[config.mk]
export PLATFORM = sky130hd
export DESIGN_NAME = dmac_chan
export DESIGN_NICKNAME = d
export VERILOG_FILES = /design/src/rtl/dmac_pkg.sv /design/src/rtl/dmac_slot.sv /design/src/rtl/dmac_regs.sv /design/src/rtl/dmac_engine.sv /design/src/rtl/dmac_chan.sv
export SDC_FILE = /design/constraint.sdc
export NUM_CORES = 1
export LEC_CHECK = 0
export ABC_CLOCK_PERIOD_IN_PS = 3900
export BUFFER_PORTS_ARGS = -buffer_cell sky130_fd_sc_hd__buf_2
export CAP_MARGIN = 20
export CORE_MARGIN = 2
export CORE_UTILIZATION = 30
export CTS_CLUSTER_SIZE = 25
export DETAILED_ROUTE_END_ITERATION = 10
export PLACE_DENSITY = 0.42
export RECOVER_POWER = 50
export SLEW_MARGIN = 20
export SYNTH_ARGS = -nofsm -noshare
export SYNTH_HDL_FRONTEND = slang
export SYNTH_SLANG_ARGS = --single-unit
[constraint.sdc]
create_clock -name clk -period 3.9 [get_ports clk]
set_input_delay 0.39 -clock clk [delete_from_list [all_inputs] [get_ports clk]]
set_output_delay 0.39 -clock clk [all_outputs]
set_load 0.01 [all_outputs]
[src/rtl/dmac_pkg.sv]
`timescale 1ns/1ps
package dmac_pkg;

  typedef enum logic [3:0] {
    S_IDLE, S_GRD, S_GWR, S_LINE, S_PLO, S_PHI, S_DRD, S_DWR, S_ELO, S_EHI
  } dmac_st_e;

  localparam logic [3:0] A_CTRL  = 4'd0;
  localparam logic [3:0] A_PORT  = 4'd1;
  localparam logic [3:0] A_SRC_L = 4'd2;
  localparam logic [3:0] A_SRC_H = 4'd3;
  localparam logic [3:0] A_CNT_L = 4'd4;
  localparam logic [3:0] A_CNT_H = 4'd5;
  localparam logic [3:0] A_IND_L = 4'd6;
  localparam logic [3:0] A_IND_H = 4'd7;
  localparam logic [3:0] A_TBL_L = 4'd8;
  localparam logic [3:0] A_TBL_H = 4'd9;

endpackage

[src/rtl/dmac_slot.sv]
`timescale 1ns/1ps
module dmac_slot #(
  parameter int SLOT_CYC = 8
) (
  input  logic clk,
  input  logic rst_n,
  input  logic active,
  output logic slot_first,
  output logic slot_end
);
  localparam int SC = (SLOT_CYC < 2) ? 2 : SLOT_CYC;
  localparam int W  = $clog2(SC);
  localparam logic [W-1:0] LAST = W'(SC - 1);

  logic [W-1:0] cnt_q, cnt_n;

  always_comb begin
    if (!active)           cnt_n = '0;
    else if (cnt_q == LAST) cnt_n = '0;
    else                   cnt_n = cnt_q + 1'b1;
  end

  always_ff @(posedge clk or negedge rst_n) begin
    if (!rst_n) cnt_q <= '0;
    else        cnt_q <= cnt_n;
  end

  assign slot_first = active && (cnt_q == '0);
  assign slot_end   = active && (cnt_q == LAST);

  p_slot_wrap_r9: assert property (@(posedge clk) disable iff (!rst_n)
    slot_end |=> (cnt_q == '0))
    else $error("slot counter did not wrap");

endmodule

[src/rtl/dmac_regs.sv]
`timescale 1ns/1ps
module dmac_regs
  import dmac_pkg::*;
(
  input  logic        clk,
  input  logic        rst_n,
  input  logic        cpu_we,
  input  logic [3:0]  cpu_addr,
  input  logic [7:0]  cpu_wdata,
  output logic [7:0]  cpu_rdata,
  input  logic        busy,
  input  logic        tbl_mode,
  input  logic        src_upd,
  input  logic [15:0] src_nxt,
  input  logic        cnt_upd,
  input  logic [15:0] cnt_nxt,
  input  logic        ind_upd,
  input  logic [15:0] ind_nxt,
  input  logic        tbl_upd,
  input  logic [15:0] tbl_nxt,
  output logic [1:0]  ctrl,
  output logic [7:0]  port,
  output logic [15:0] src,
  output logic [15:0] cnt,
  output logic [15:0] ind,
  output logic [15:0] tbl
);
  logic [1:0]  ctrl_q, ctrl_n;
  logic [7:0]  port_q, port_n;
  logic [15:0] src_q, src_n, cnt_q, cnt_n, ind_q, ind_n, tbl_q, tbl_n;
  logic        wr_ok, reg_en;

  assign wr_ok  = cpu_we && !busy;
  assign reg_en = wr_ok || src_upd || cnt_upd || ind_upd || tbl_upd;

  always_comb begin
    ctrl_n = ctrl_q;
    port_n = port_q;
    src_n  = src_q;
    cnt_n  = cnt_q;
    ind_n  = ind_q;
    tbl_n  = tbl_q;
    if (wr_ok) begin
      case (cpu_addr)
        A_CTRL:  ctrl_n       = cpu_wdata[1:0];
        A_PORT:  port_n       = cpu_wdata;
        A_SRC_L: src_n[7:0]   = cpu_wdata;
        A_SRC_H: src_n[15:8]  = cpu_wdata;
        A_CNT_L: cnt_n[7:0]   = cpu_wdata;
        A_CNT_H: cnt_n[15:8]  = cpu_wdata;
        A_IND_L: ind_n[7:0]   = cpu_wdata;
        A_IND_H: ind_n[15:8]  = cpu_wdata;
        default: ;
      endcase
    end
    if (src_upd) src_n = src_nxt;
    if (cnt_upd) cnt_n = cnt_nxt;
    if (ind_upd) ind_n = ind_nxt;
    if (tbl_upd) tbl_n = tbl_nxt;
  end

  always_ff @(posedge clk or negedge rst_n) begin
    if (!rst_n) begin
      ctrl_q <= '0;
      port_q <= '0;
      src_q  <= '0;
      cnt_q  <= '0;
      ind_q  <= '0;
      tbl_q  <= '0;
    end else if (reg_en) begin
      ctrl_q <= ctrl_n;
      port_q <= port_n;
      src_q  <= src_n;
      cnt_q  <= cnt_n;
      ind_q  <= ind_n;
      tbl_q  <= tbl_n;
    end
  end

  always_comb begin
    case (cpu_addr)
      A_CTRL:  cpu_rdata = {6'd0, ctrl_q};
      A_PORT:  cpu_rdata = port_q;
      A_SRC_L: cpu_rdata = src_q[7:0];
      A_SRC_H: cpu_rdata = src_q[15:8];
      A_CNT_L: cpu_rdata = cnt_q[7:0];
      A_CNT_H: cpu_rdata = cnt_q[15:8];
      A_IND_L: cpu_rdata = ind_q[7:0];
      A_IND_H: cpu_rdata = ind_q[15:8];
      A_TBL_L: cpu_rdata = tbl_q[7:0];
      A_TBL_H: cpu_rdata = tbl_q[15:8];
      default: cpu_rdata = 8'h00;
    endcase
  end

  assign ctrl = ctrl_q;
  assign port = port_q;
  assign src  = src_q;
  assign cnt  = cnt_q;
  assign ind  = ind_q;
  assign tbl  = tbl_q;

  p_cnt_step_r2: assert property (@(posedge clk) disable iff (!rst_n)
    cnt_upd |=> (cnt_q == $past(cnt_q) - 16'd1))
    else $error("count did not step by one");

  p_src_step_r1: assert property (@(posedge clk) disable iff (!rst_n)
    src_upd |=> ((src_q == $past(src_q) + 16'd1) || (src_q == $past(src_q) - 16'd1)))
    else $error("source did not step by one");

  p_start_kept_r5: assert property (@(posedge clk) disable iff (!rst_n)
    tbl_mode |=> $stable(src_q))
    else $error("start address changed during table walk");

  p_busy_lock_r10: assert property (@(posedge clk) disable iff (!rst_n)
    (busy && cpu_we) |=> ($stable(ctrl_q) && $stable(port_q)))
    else $error("write accepted while busy");

endmodule

[src/rtl/dmac_engine.sv]
`timescale 1ns/1ps
module dmac_engine
  import dmac_pkg::*;
#(
  parameter logic [7:0] PORT_PAGE = 8'h21
) (
  input  logic        clk,
  input  logic        rst_n,
  input  logic        start,
  input  logic        frame_start,
  input  logic        last_chan,
  input  logic        slot_first,
  input  logic        slot_end,
  input  logic [1:0]  ctrl,
  input  logic [7:0]  port,
  input  logic [15:0] src,
  input  logic [15:0] cnt,
  input  logic [15:0] ind,
  input  logic [15:0] tbl,
  input  logic [7:0]  bus_rdata,
  output logic [15:0] bus_addr,
  output logic        bus_rd,
  output logic        bus_wr,
  output logic [7:0]  bus_wdata,
  output logic        busy,
  output logic        done,
  output logic        tbl_mode,
  output logic        src_upd,
  output logic [15:0] src_nxt,
  output logic        cnt_upd,
  output logic [15:0] cnt_nxt,
  output logic        ind_upd,
  output logic [15:0] ind_nxt,
  output logic        tbl_upd,
  output logic [15:0] tbl_nxt
);
  dmac_st_e   st_q, st_n;
  logic [7:0] data_q;
  logic [6:0] rem_q, rem_n;
  logic       done_q, done_n;
  logic       is_rd, is_wr, cap_en, down, ptr_mode;

  assign down     = ctrl[0];
  assign ptr_mode = ctrl[1];

  always_comb begin
    is_rd = 1'b0;
    is_wr = 1'b0;
    case (st_q)
      S_GRD, S_LINE, S_PLO, S_PHI, S_DRD, S_ELO, S_EHI: is_rd = 1'b1;
      S_GWR, S_DWR:                                     is_wr = 1'b1;
      default: ;
    endcase
  end

  always_comb begin
    case (st_q)
      S_GRD:                        bus_addr = src;
      S_DRD:                        bus_addr = ptr_mode ? ind : tbl;
      S_GWR, S_DWR:                 bus_addr = {PORT_PAGE, port};
      S_LINE, S_PLO, S_PHI,
      S_ELO, S_EHI:                 bus_addr = tbl;
      default:                      bus_addr = 16'h0000;
    endcase
  end

  assign busy      = (st_q != S_IDLE);
  assign tbl_mode  = busy && (st_q != S_GRD) && (st_q != S_GWR);
  assign bus_rd    = slot_first && is_rd;
  assign bus_wr    = slot_first && is_wr;
  assign bus_wdata = data_q;
  assign cap_en    = slot_first && is_rd;
  assign done      = done_q;

  always_comb begin
    st_n    = st_q;
    rem_n   = rem_q;
    done_n  = 1'b0;
    src_upd = 1'b0;
    src_nxt = src;
    cnt_upd = 1'b0;
    cnt_nxt = cnt;
    ind_upd = 1'b0;
    ind_nxt = ind;
    tbl_upd = 1'b0;
    tbl_nxt = tbl;
    case (st_q)
      S_IDLE: begin
        if (start) begin
          st_n = S_GRD;
        end else if (frame_start) begin
          tbl_upd = 1'b1;
          tbl_nxt = src;
          st_n    = S_LINE;
        end
      end
      S_GRD: if (slot_end) begin
        src_upd = 1'b1;
        src_nxt = down ? src - 16'd1 : src + 16'd1;
        cnt_upd = 1'b1;
        cnt_nxt = cnt - 16'd1;
        st_n    = S_GWR;
      end
      S_GWR: if (slot_end) begin
        if (cnt == 16'h0000) begin
          st_n   = S_IDLE;
          done_n = 1'b1;
        end else begin
          st_n = S_GRD;
        end
      end
      S_LINE: if (slot_end) begin
        tbl_upd = 1'b1;
        tbl_nxt = tbl + 16'd1;
        if (data_q[6:0] == 7'd0) begin
          if (ptr_mode) begin
            st_n = S_ELO;
          end else begin
            st_n   = S_IDLE;
            done_n = 1'b1;
          end
        end else begin
          rem_n = data_q[7] ? data_q[6:0] : 7'd1;
          st_n  = ptr_mode ? S_PLO : S_DRD;
        end
      end
      S_PLO: if (slot_end) begin
        tbl_upd = 1'b1;
        tbl_nxt = tbl + 16'd1;
        ind_upd = 1'b1;
        ind_nxt = {ind[15:8], data_q};
        st_n    = S_PHI;
      end
      S_PHI: if (slot_end) begin
        tbl_upd = 1'b1;
        tbl_nxt = tbl + 16'd1;
        ind_upd = 1'b1;
        ind_nxt = {data_q, ind[7:0]};
        st_n    = S_DRD;
      end
      S_DRD: if (slot_end) begin
        if (ptr_mode) begin
          ind_upd = 1'b1;
          ind_nxt = ind + 16'd1;
        end else begin
          tbl_upd = 1'b1;
          tbl_nxt = tbl + 16'd1;
        end
        rem_n = rem_q - 7'd1;
        st_n  = S_DWR;
      end
      S_DWR: if (slot_end) begin
        st_n = (rem_q == 7'd0) ? S_LINE : S_DRD;
      end
      S_ELO: if (slot_end) begin
        tbl_upd = 1'b1;
        tbl_nxt = tbl + 16'd1;
        ind_upd = 1'b1;
        if (last_chan) begin
          ind_nxt = {data_q, 8'h00};
          st_n    = S_IDLE;
          done_n  = 1'b1;
        end else begin
          ind_nxt = {ind[15:8], data_q};
          st_n    = S_EHI;
        end
      end
      S_EHI: if (slot_end) begin
        tbl_upd = 1'b1;
        tbl_nxt = tbl + 16'd1;
        ind_upd = 1'b1;
        ind_nxt = {data_q, ind[7:0]};
        st_n    = S_IDLE;
        done_n  = 1'b1;
      end
      default: st_n = S_IDLE;
    endcase
  end

  always_ff @(posedge clk or negedge rst_n) begin
    if (!rst_n) begin
      st_q   <= S_IDLE;
      rem_q  <= '0;
      done_q <= 1'b0;
    end else begin
      st_q   <= st_n;
      rem_q  <= rem_n;
      done_q <= done_n;
    end
  end

  always_ff @(posedge clk or negedge rst_n) begin
    if (!rst_n)      data_q <= '0;
    else if (cap_en) data_q <= bus_rdata;
  end

  p_done_pulse_r9: assert property (@(posedge clk) disable iff (!rst_n)
    done_q |=> !done_q)
    else $error("done longer than one cycle");

  p_done_idle_r9: assert property (@(posedge clk) disable iff (!rst_n)
    done_q |-> !busy)
    else $error("done while busy");

  p_strobe_gap_r9: assert property (@(posedge clk) disable iff (!rst_n)
    (bus_rd || bus_wr) |=> !(bus_rd || bus_wr))
    else $error("back-to-back strobes");

  p_quirk_end_r8: assert property (@(posedge clk) disable iff (!rst_n)
    (st_q == S_ELO && slot_end && last_chan) |=> (done_q && ind[7:0] == 8'h00))
    else $error("short table end mismatch");

  p_tbl_reload_r5: assert property (@(posedge clk) disable iff (!rst_n)
    (st_q == S_IDLE && frame_start && !start) |=> (tbl == $past(src)))
    else $error("table pointer not reloaded");

endmodule

[src/rtl/dmac_chan.sv]
`timescale 1ns/1ps
module dmac_chan #(
  parameter int         SLOT_CYC  = 8,
  parameter logic [7:0] PORT_PAGE = 8'h21
) (
  input  logic        clk,
  input  logic        rst_n,
  input  logic        cpu_we,
  input  logic [3:0]  cpu_addr,
  input  logic [7:0]  cpu_wdata,
  output logic [7:0]  cpu_rdata,
  input  logic        start,
  input  logic        frame_start,
  input  logic        last_chan,
  output logic [15:0] bus_addr,
  output logic        bus_rd,
  output logic        bus_wr,
  output logic [7:0]  bus_wdata,
  input  logic [7:0]  bus_rdata,
  output logic        busy,
  output logic        done
);
  logic        slot_first, slot_end, tbl_mode;
  logic        src_upd, cnt_upd, ind_upd, tbl_upd;
  logic [15:0] src_nxt, cnt_nxt, ind_nxt, tbl_nxt;
  logic [1:0]  ctrl;
  logic [7:0]  port;
  logic [15:0] src, cnt, ind, tbl;

  dmac_slot #(.SLOT_CYC(SLOT_CYC)) u_slot (
    .clk(clk), .rst_n(rst_n), .active(busy),
    .slot_first(slot_first), .slot_end(slot_end)
  );

  dmac_regs u_regs (
    .clk(clk), .rst_n(rst_n),
    .cpu_we(cpu_we), .cpu_addr(cpu_addr), .cpu_wdata(cpu_wdata), .cpu_rdata(cpu_rdata),
    .busy(busy), .tbl_mode(tbl_mode),
    .src_upd(src_upd), .src_nxt(src_nxt), .cnt_upd(cnt_upd), .cnt_nxt(cnt_nxt),
    .ind_upd(ind_upd), .ind_nxt(ind_nxt), .tbl_upd(tbl_upd), .tbl_nxt(tbl_nxt),
    .ctrl(ctrl), .port(port), .src(src), .cnt(cnt), .ind(ind), .tbl(tbl)
  );

  dmac_engine #(.PORT_PAGE(PORT_PAGE)) u_engine (
    .clk(clk), .rst_n(rst_n),
    .start(start), .frame_start(frame_start), .last_chan(last_chan),
    .slot_first(slot_first), .slot_end(slot_end),
    .ctrl(ctrl), .port(port), .src(src), .cnt(cnt), .ind(ind), .tbl(tbl),
    .bus_rdata(bus_rdata), .bus_addr(bus_addr), .bus_rd(bus_rd), .bus_wr(bus_wr),
    .bus_wdata(bus_wdata), .busy(busy), .done(done), .tbl_mode(tbl_mode),
    .src_upd(src_upd), .src_nxt(src_nxt), .cnt_upd(cnt_upd), .cnt_nxt(cnt_nxt),
    .ind_upd(ind_upd), .ind_nxt(ind_nxt), .tbl_upd(tbl_upd), .tbl_nxt(tbl_nxt)
  );

endmodule

=== Yosys cells after proc, flatten, opt, wreduce, memory -nomap -nowiden ===
Index checks and enable logic that the tools add are counted.

* Flip-flop bits (word level): 97
* Output and inout port bits: 36
* Word-level logic and storage cells: 187

* Muxes and demuxes: 77
* Equality and inequality tests: 46
* Reduce and logical (&&, ||, !) cells: 43
* Add/sub/neg operators: 7

{| class="wikitable"
|+ Operators with widths
! kind !! count
|-
| 2-to-1 mux 16 bit || 22
|-
| one-hot mux 16 bit (4 select lines) || 2
|-
| one-hot mux 8 bit (10 select lines) || 1
|-
| 2-to-1 mux 4 bit || 14
|-
| 2-to-1 mux 8 bit || 7
|-
| adder 16 x 1 -> 16 bit (second input constant) || 3
|-
| one-hot mux 16 bit (3 select lines) || 1
|-
| one-hot mux 4 bit (10 select lines) || 1
|-
| equality test 4 x 3 -> 1 bit (second input constant) || 8
|-
| != test 2 bit (second input constant) || 16
|-
| subtractor 16 x 1 -> 16 bit (second input constant) || 2
|-
| 2-to-1 mux 7 bit || 4
|-
| != test 3 bit (second input constant) || 7
|-
| AND reduction 10 bit || 2
|-
| AND reduction 5 bit || 4
|-
| nonzero test 2 bit || 9
|-
| 2-to-1 mux 1 bit || 17
|-
| equality test 4 x 2 -> 1 bit (second input constant) || 4
|-
| equality test 4 bit (second input constant) || 4
|-
| logical NOT 16 bit || 1
|-
| logical NOT 7 bit || 2
|-
| one-hot mux 7 bit (2 select lines) || 1
|-
| 2-to-1 mux 3 bit || 3
|-
| AND reduction 9 bit || 1
|-
| other kinds (25) || 37
|}

=== Longest topological paths before layout ===
* Depth in word-level cells: 9
* Gate-level depth with buffers: 9
* Mapped depth without buffers: 8

=== Hierarchy ===
From an unflattened synthesis, not the netlist that was laid out.

* Cell total of the unflattened synthesis: 1059
* Area, all modules: 8376.8 um^2

{| class="wikitable"
|+ By module, submodules not included
! module !! instances !! area an instance (um^2) !! cells each
|-
| dmac_engine || 1 || 4327.9 || 674
|-
| dmac_regs || 1 || 3885.0 || 372
|-
| dmac_slot || 1 || 163.9 || 13
|}

=== Worst setup path after synthesis ===
No wires, ideal clock.

* Kind: register to register
* Start: reg u_regs.ctrl_q[0] (netlist: u_regs.ctrl[0])
* End: reg u_regs.src_q[15] (netlist: u_regs.src[15])
* Library setup time: 99 ps
* Cell stages (with the launch flop): 9
* Clock period less this slack: 2225 ps
* Arrival time: 2126 ps
* Slack: 1675 ps
* Path through: dfrtp_1 -> ha_1 -> clkbuf_1 -> a21oi_1 -> o21ai_0 -> a221oi_1 -> a21oi_1 -> o211a_1 -> a311oi_1

* Cells in the longest elaborated chain, start to end: 4

{| class="wikitable"
|+ Ends and longest elaborated chain
! element !! RTL line !! source
|-
| from (decl) || dmac_regs.sv:28 || <nowiki>logic [1:0] ctrl_q, ctrl_n;</nowiki>
|-
| from (signal assigned) || dmac_regs.sv:71 || <nowiki>ctrl_q <= ctrl_n;</nowiki>
|-
| 2-to-1 mux 16 bit || dmac_engine.sv:99 || <nowiki>src_nxt = down ? src - 16'd1 : src + 16'd1;</nowiki>
|-
| 2-to-1 mux 16 bit || dmac_engine.sv:97 || <nowiki>S_GRD: if (slot_end) begin</nowiki>
|-
| 2-to-1 mux 16 bit || dmac_engine.sv:87 || <nowiki>case (st_q)</nowiki>
|-
| 2-to-1 mux 16 bit || dmac_regs.sv:56 || <nowiki>if (src_upd) src_n = src_nxt;</nowiki>
|-
| to (signal assigned) || dmac_regs.sv:73 || <nowiki>src_q <= src_n;</nowiki>
|-
| to (decl) || dmac_regs.sv:30 || <nowiki>logic [15:0] src_q, src_n, cnt_q, cnt_n, ind_q, ind_n, tbl_q, tbl_n;</nowiki>
|}

Every way passes these cells. The select of a mux whose other input is x is not followed.
A chain may end at the register's enable or synchronous reset.

=== Final worst setup path ===
* Start: reg u_engine.st_q[1]
* End: out bus_addr[11]

* Cells in the longest elaborated chain, start to end: 3

{| class="wikitable"
|+ Ends and longest elaborated chain
! element !! RTL line !! source
|-
| from (decl) || dmac_engine.sv:37 || <nowiki>dmac_st_e st_q, st_n;</nowiki>
|-
| from (signal assigned) || dmac_engine.sv:186 || <nowiki>st_q <= st_n;</nowiki>
|-
| equality test 4 x 2 -> 1 bit, or another cell as far along || dmac_engine.sv:57 || <nowiki>case (st_q)</nowiki>
|-
| OR reduction 5 bit (no line) or OR reduction 2 bit (tied branches) || - ||
|-
| one-hot mux 16 bit (4 select lines) * || dmac_engine.sv:57 ||
|-
| to (decl) || dmac_chan.sv:15 || <nowiki>output logic [15:0] bus_addr,</nowiki>
|}

Every way passes the cells marked *; elsewhere a longest branch is shown, timed or not.

==> results.py <==
metrics = {
    "run_status": {
        "run_status": "finished, violations left",
        "violations": "max-capacitance violations, max-slew violations",
    },
    "critical_path": {
        "critical_path_arrival_ns": 2.88,
        "required_ns": 3.51,
        "timing_worst_setup_path_type": "reg -> out",
        "worst_setup_path_start_kind": "register",
        "timing.critical_path.to_type": "output pin",
        "crit_path_max_fanout": 18,
    },
    "floorplanning": {
        "chipHeight_um": 162,
        "rows": 57,
        "die_w_um": 162,
        "ios": 62,
        "initial_utilization": 0.307,
        "die_area_um2": 26200,
        "core-area_um2": 24400,
    },
    "clock_network": {
        "clk_pin_slew_ns": 0.07,
        "clock_latency_ns": 0.36,
        "tritoncts.num_buffers": 9,
        "post-cts-setup-buffers": 0,
        "post_cts_resized": 0,
        "ctsHoldBuffers": 0,
        "tritoncts": "built",
        "cts.sinks": 97,
        "cts-htree-levels": 3,
        "clockBufferDepth": 2,
        "cts.root.buffer_cell": "sky130_fd_sc_hd__clkbuf_16",
    },
    "yosys": {
        "syn_avg_cell_area_um2": 8.42,
        "synth_edf_count": 0,
        "synthFlopType": "sky130_fd_sc_hd__dfrtp_1",
        "post_synth_top_area_cell": "sky130_fd_sc_hd__dfrtp_1",
        "mappedNetlistNets": 937,
        "synthesis.instances": 888,
        "synth_top_area_frac": 0.325,
        "ys_ff_latch": 97,
        "synthesis.area_um2": 7480,
        "seq_area_frac_synth": 0.325,
        "synth.top_cells.by_area": "sky130_fd_sc_hd__dfrtp_1 (32%), sky130_fd_sc_hd__nand2_1 (5.9%), sky130_fd_sc_hd__a21oi_1 (4.4%), sky130_fd_sc_hd__o21ai_0 (3.7%), sky130_fd_sc_hd__ha_1 (3.7%)",
        "asyncSetResetFlopFracSynth": 1.00,
        "yosysWarningCount": 0,
        "synth_cell_types": 85,
    },
    "sta": {
        "maxSlewHeadroom": -0.808,
        "tns_ns": 0,
        "postLayoutSetupSlackWorst_ns": 0.628,
        "finClkSkew_ns": 0.0131,
        "rsz0062_at_grt": "no",
        "setup_viol": 0,
        "least_margin_pin_slew_ns": 2.71,
        "fmax_mhz": 306,
        "period_share": 0.839,
        "drv_slew": 44,
        "period_needed_ns": 3.27,
        "finalHoldViolCount": 0,
    },
    "grt": {
        "global_route.peak_usage_layer": "met2",
        "grt_remaining_overflow": 0,
        "grt.met2_usage": 0.330,
        "grt_util_met3": 0.0197,
        "antenna_found_initial": 0,
        "grt_pass1_vias": 6943,
        "grt_max_degree": 55,
        "grt_first_pass_wirelength_um": 43900,
        "gr-usage-all-layers": 0.218,
        "grt.met1_usage": 0.326,
    },
    "final_layout": {
        "layoutNonFillerInstCount": 1252,
        "final_net_count": 972,
        "layout_common_cells": "sky130_fd_sc_hd__nand2_1 (117), sky130_fd_sc_hd__dfrtp_1 (97), sky130_fd_sc_hd__nor2_1 (66), sky130_fd_sc_hd__a21oi_1 (66), sky130_fd_sc_hd__o21ai_0 (56)",
        "register_area_um2": 2430,
        "multi_input_comb_area_um2": 4640,
        "antennaDiodeCount": 0,
        "area.growth.synth_to_final_pct": 11.9,
        "final_layout_size_suffix_gt1_frac": 0.137,
        "final_common_cell": "sky130_fd_sc_hd__nand2_1",
        "fill_cells": 2670,
    },
    "route": {
        "route.detailed.drc": 0,
        "detailroute.via_count": 7219,
        "drt.antenna.violating_nets": 0,
        "postRouteWirelength_um": 28000,
        "detail_route.vias_per_cell": 5.77,
        "drt-initial-drc-count": 527,
        "post_drt_wl_per_cell_um": 22.3,
        "first_pass_drt_iterations": 5,
    },
    "power_and_ir_drop": {
        "power.leakage_nw": 3.54,
        "power.density_cell_area_nw_per_um2": 726,
        "max-vdd-ir-drop_uv": 228,
    },
    "run": {
        "cap_viol_max_count": 1,
    },
    "min_path": {
        "worst_hold_path_type": "in -> reg",
    },
    "placed_design": {
        "placement.setup.worst_slack_ns": 1.12,
        "count_of_buffers_from_port_buffering": 61,
        "placed_wire_length_estimate_after_detailed_placement_um": 20400,
        "place.gp.congestion": 0.822,
        "post-place-cells": 1236,
    },
}
flip-flops by register name (all words and copies together) (netlist names):
| register | count |
|---|---|
| u_engine.st_q | 4 |
| u_engine.bus_wdata | 8 |
| u_regs.ctrl | 2 |
| u_slot.cnt_q | 3 |
| u_regs.tbl | 16 |
| u_regs.src | 16 |
| u_regs.cnt | 16 |
| u_engine.done | 1 |
| u_regs.port | 8 |
| u_engine.rem_q | 7 |
| u_regs.ind | 16 |
report_power, final:
part	switching, mW	internal (mW)
clock network	0.421	0.599
registers	0.881	1.36
logic	1.63	1.18
final cells by class:
type	instances	area share
repair buffers	77	0.0498
clock buffers	12	0.0306
flip-flops and latches	97	0.290
multi-input cells	697	0.554
clock inverters	4	0.00897
inverters	41	0.0184
well taps	324	0.0484
cell usage after synthesis, types with 13 or more instances:
cell,instances
sky130_fd_sc_hd__mux2_2,20
sky130_fd_sc_hd__o21ai_0,56
sky130_fd_sc_hd__a222oi_1,17
sky130_fd_sc_hd__nand3_1,29
sky130_fd_sc_hd__dfrtp_1,97
sky130_fd_sc_hd__nor2_1,66
sky130_fd_sc_hd__a31oi_1,14
sky130_fd_sc_hd__nand2_1,117
sky130_fd_sc_hd__ha_1,22
sky130_fd_sc_hd__buf_2,21
sky130_fd_sc_hd__nor4_1,13
sky130_fd_sc_hd__a21oi_1,66
sky130_fd_sc_hd__clkbuf_1,20
sky130_fd_sc_hd__xnor2_1,13
sky130_fd_sc_hd__inv_1,40
sky130_fd_sc_hd__nor3_1,18
sky130_fd_sc_hd__a22oi_1,16
cells by family after synthesis:
| kind of cell | after synthesis | synth area share |
|---|---|---|
| buffers and inverters | 94 | 0.0557 |
| adders and majority gates | 23 | 0.0395 |
| muxes | 40 | 0.0703 |
| AOI/OAI and AO/OA | 286 | 0.265 |
| DFF | 97 | 0.325 |
| and+or+nand+nor | 324 | 0.217 |
| xor gates and xnor gates | 24 | 0.0281 |
critical path, cell delays in order (launching register included):
cell	delay, ns
sky130_fd_sc_hd__dfrtp_1	0.69
sky130_fd_sc_hd__clkbuf_1	0.41
sky130_fd_sc_hd__a21oi_1	0.18
sky130_fd_sc_hd__o32ai_4	0.72
sky130_fd_sc_hd__a222oi_1	0.31
sky130_fd_sc_hd__inv_1	0.11
sky130_fd_sc_hd__buf_2	0.13
final timing paths:
kind | from | end | slack [ns] | depth (start not counted)
worst max-delay path | u_engine.st_q[1]$_DFFE_PN0P_ | bus_addr[11] | 0.63 | 6
max in group asynchronous | rst_n | u_regs.port[7]$_DFFE_PN0P_ | 1.45 | 1
min in group asynchronous | rst_n | u_engine.bus_wdata[7]$_DFFE_PN0P_ | 0.88 | 1
worst max register to register | u_engine.st_q[1]$_DFFE_PN0P_ | u_regs.ind[9]$_DFFE_PN0P_ | 0.77 | 7
worst min register to register | u_slot.cnt_q[0]$_DFF_PN0_ | u_slot.cnt_q[0]$_DFF_PN0_ | 0.48 | 1
worst min-delay path | bus_rdata[3] | u_engine.bus_wdata[3]$_DFFE_PN0P_ | 0.22 | 3
through the flow:
step                total power, mW  hold slack, ns  cell area (µm²)   util
floorplan                      3.92          0.0944             7480      -
global placement               5.11           0.457             8070  0.331
detailed placement             5.07           0.456             8070  0.331
CTS                            6.12          0.0731             8400  0.344
global route                   6.58           0.223             8370  0.343
finish                         6.07           0.224             8370  0.343
routing by layer:
metal / routed length (µm) / up-vias
li1: - / 3411
met1: 13600 / 3575
met2: 12500 / 206
met3: 1280 / 27
met4: 618 / 0
met5: 0 / -
Note: power is estimated with default switching activity, not from simulation.
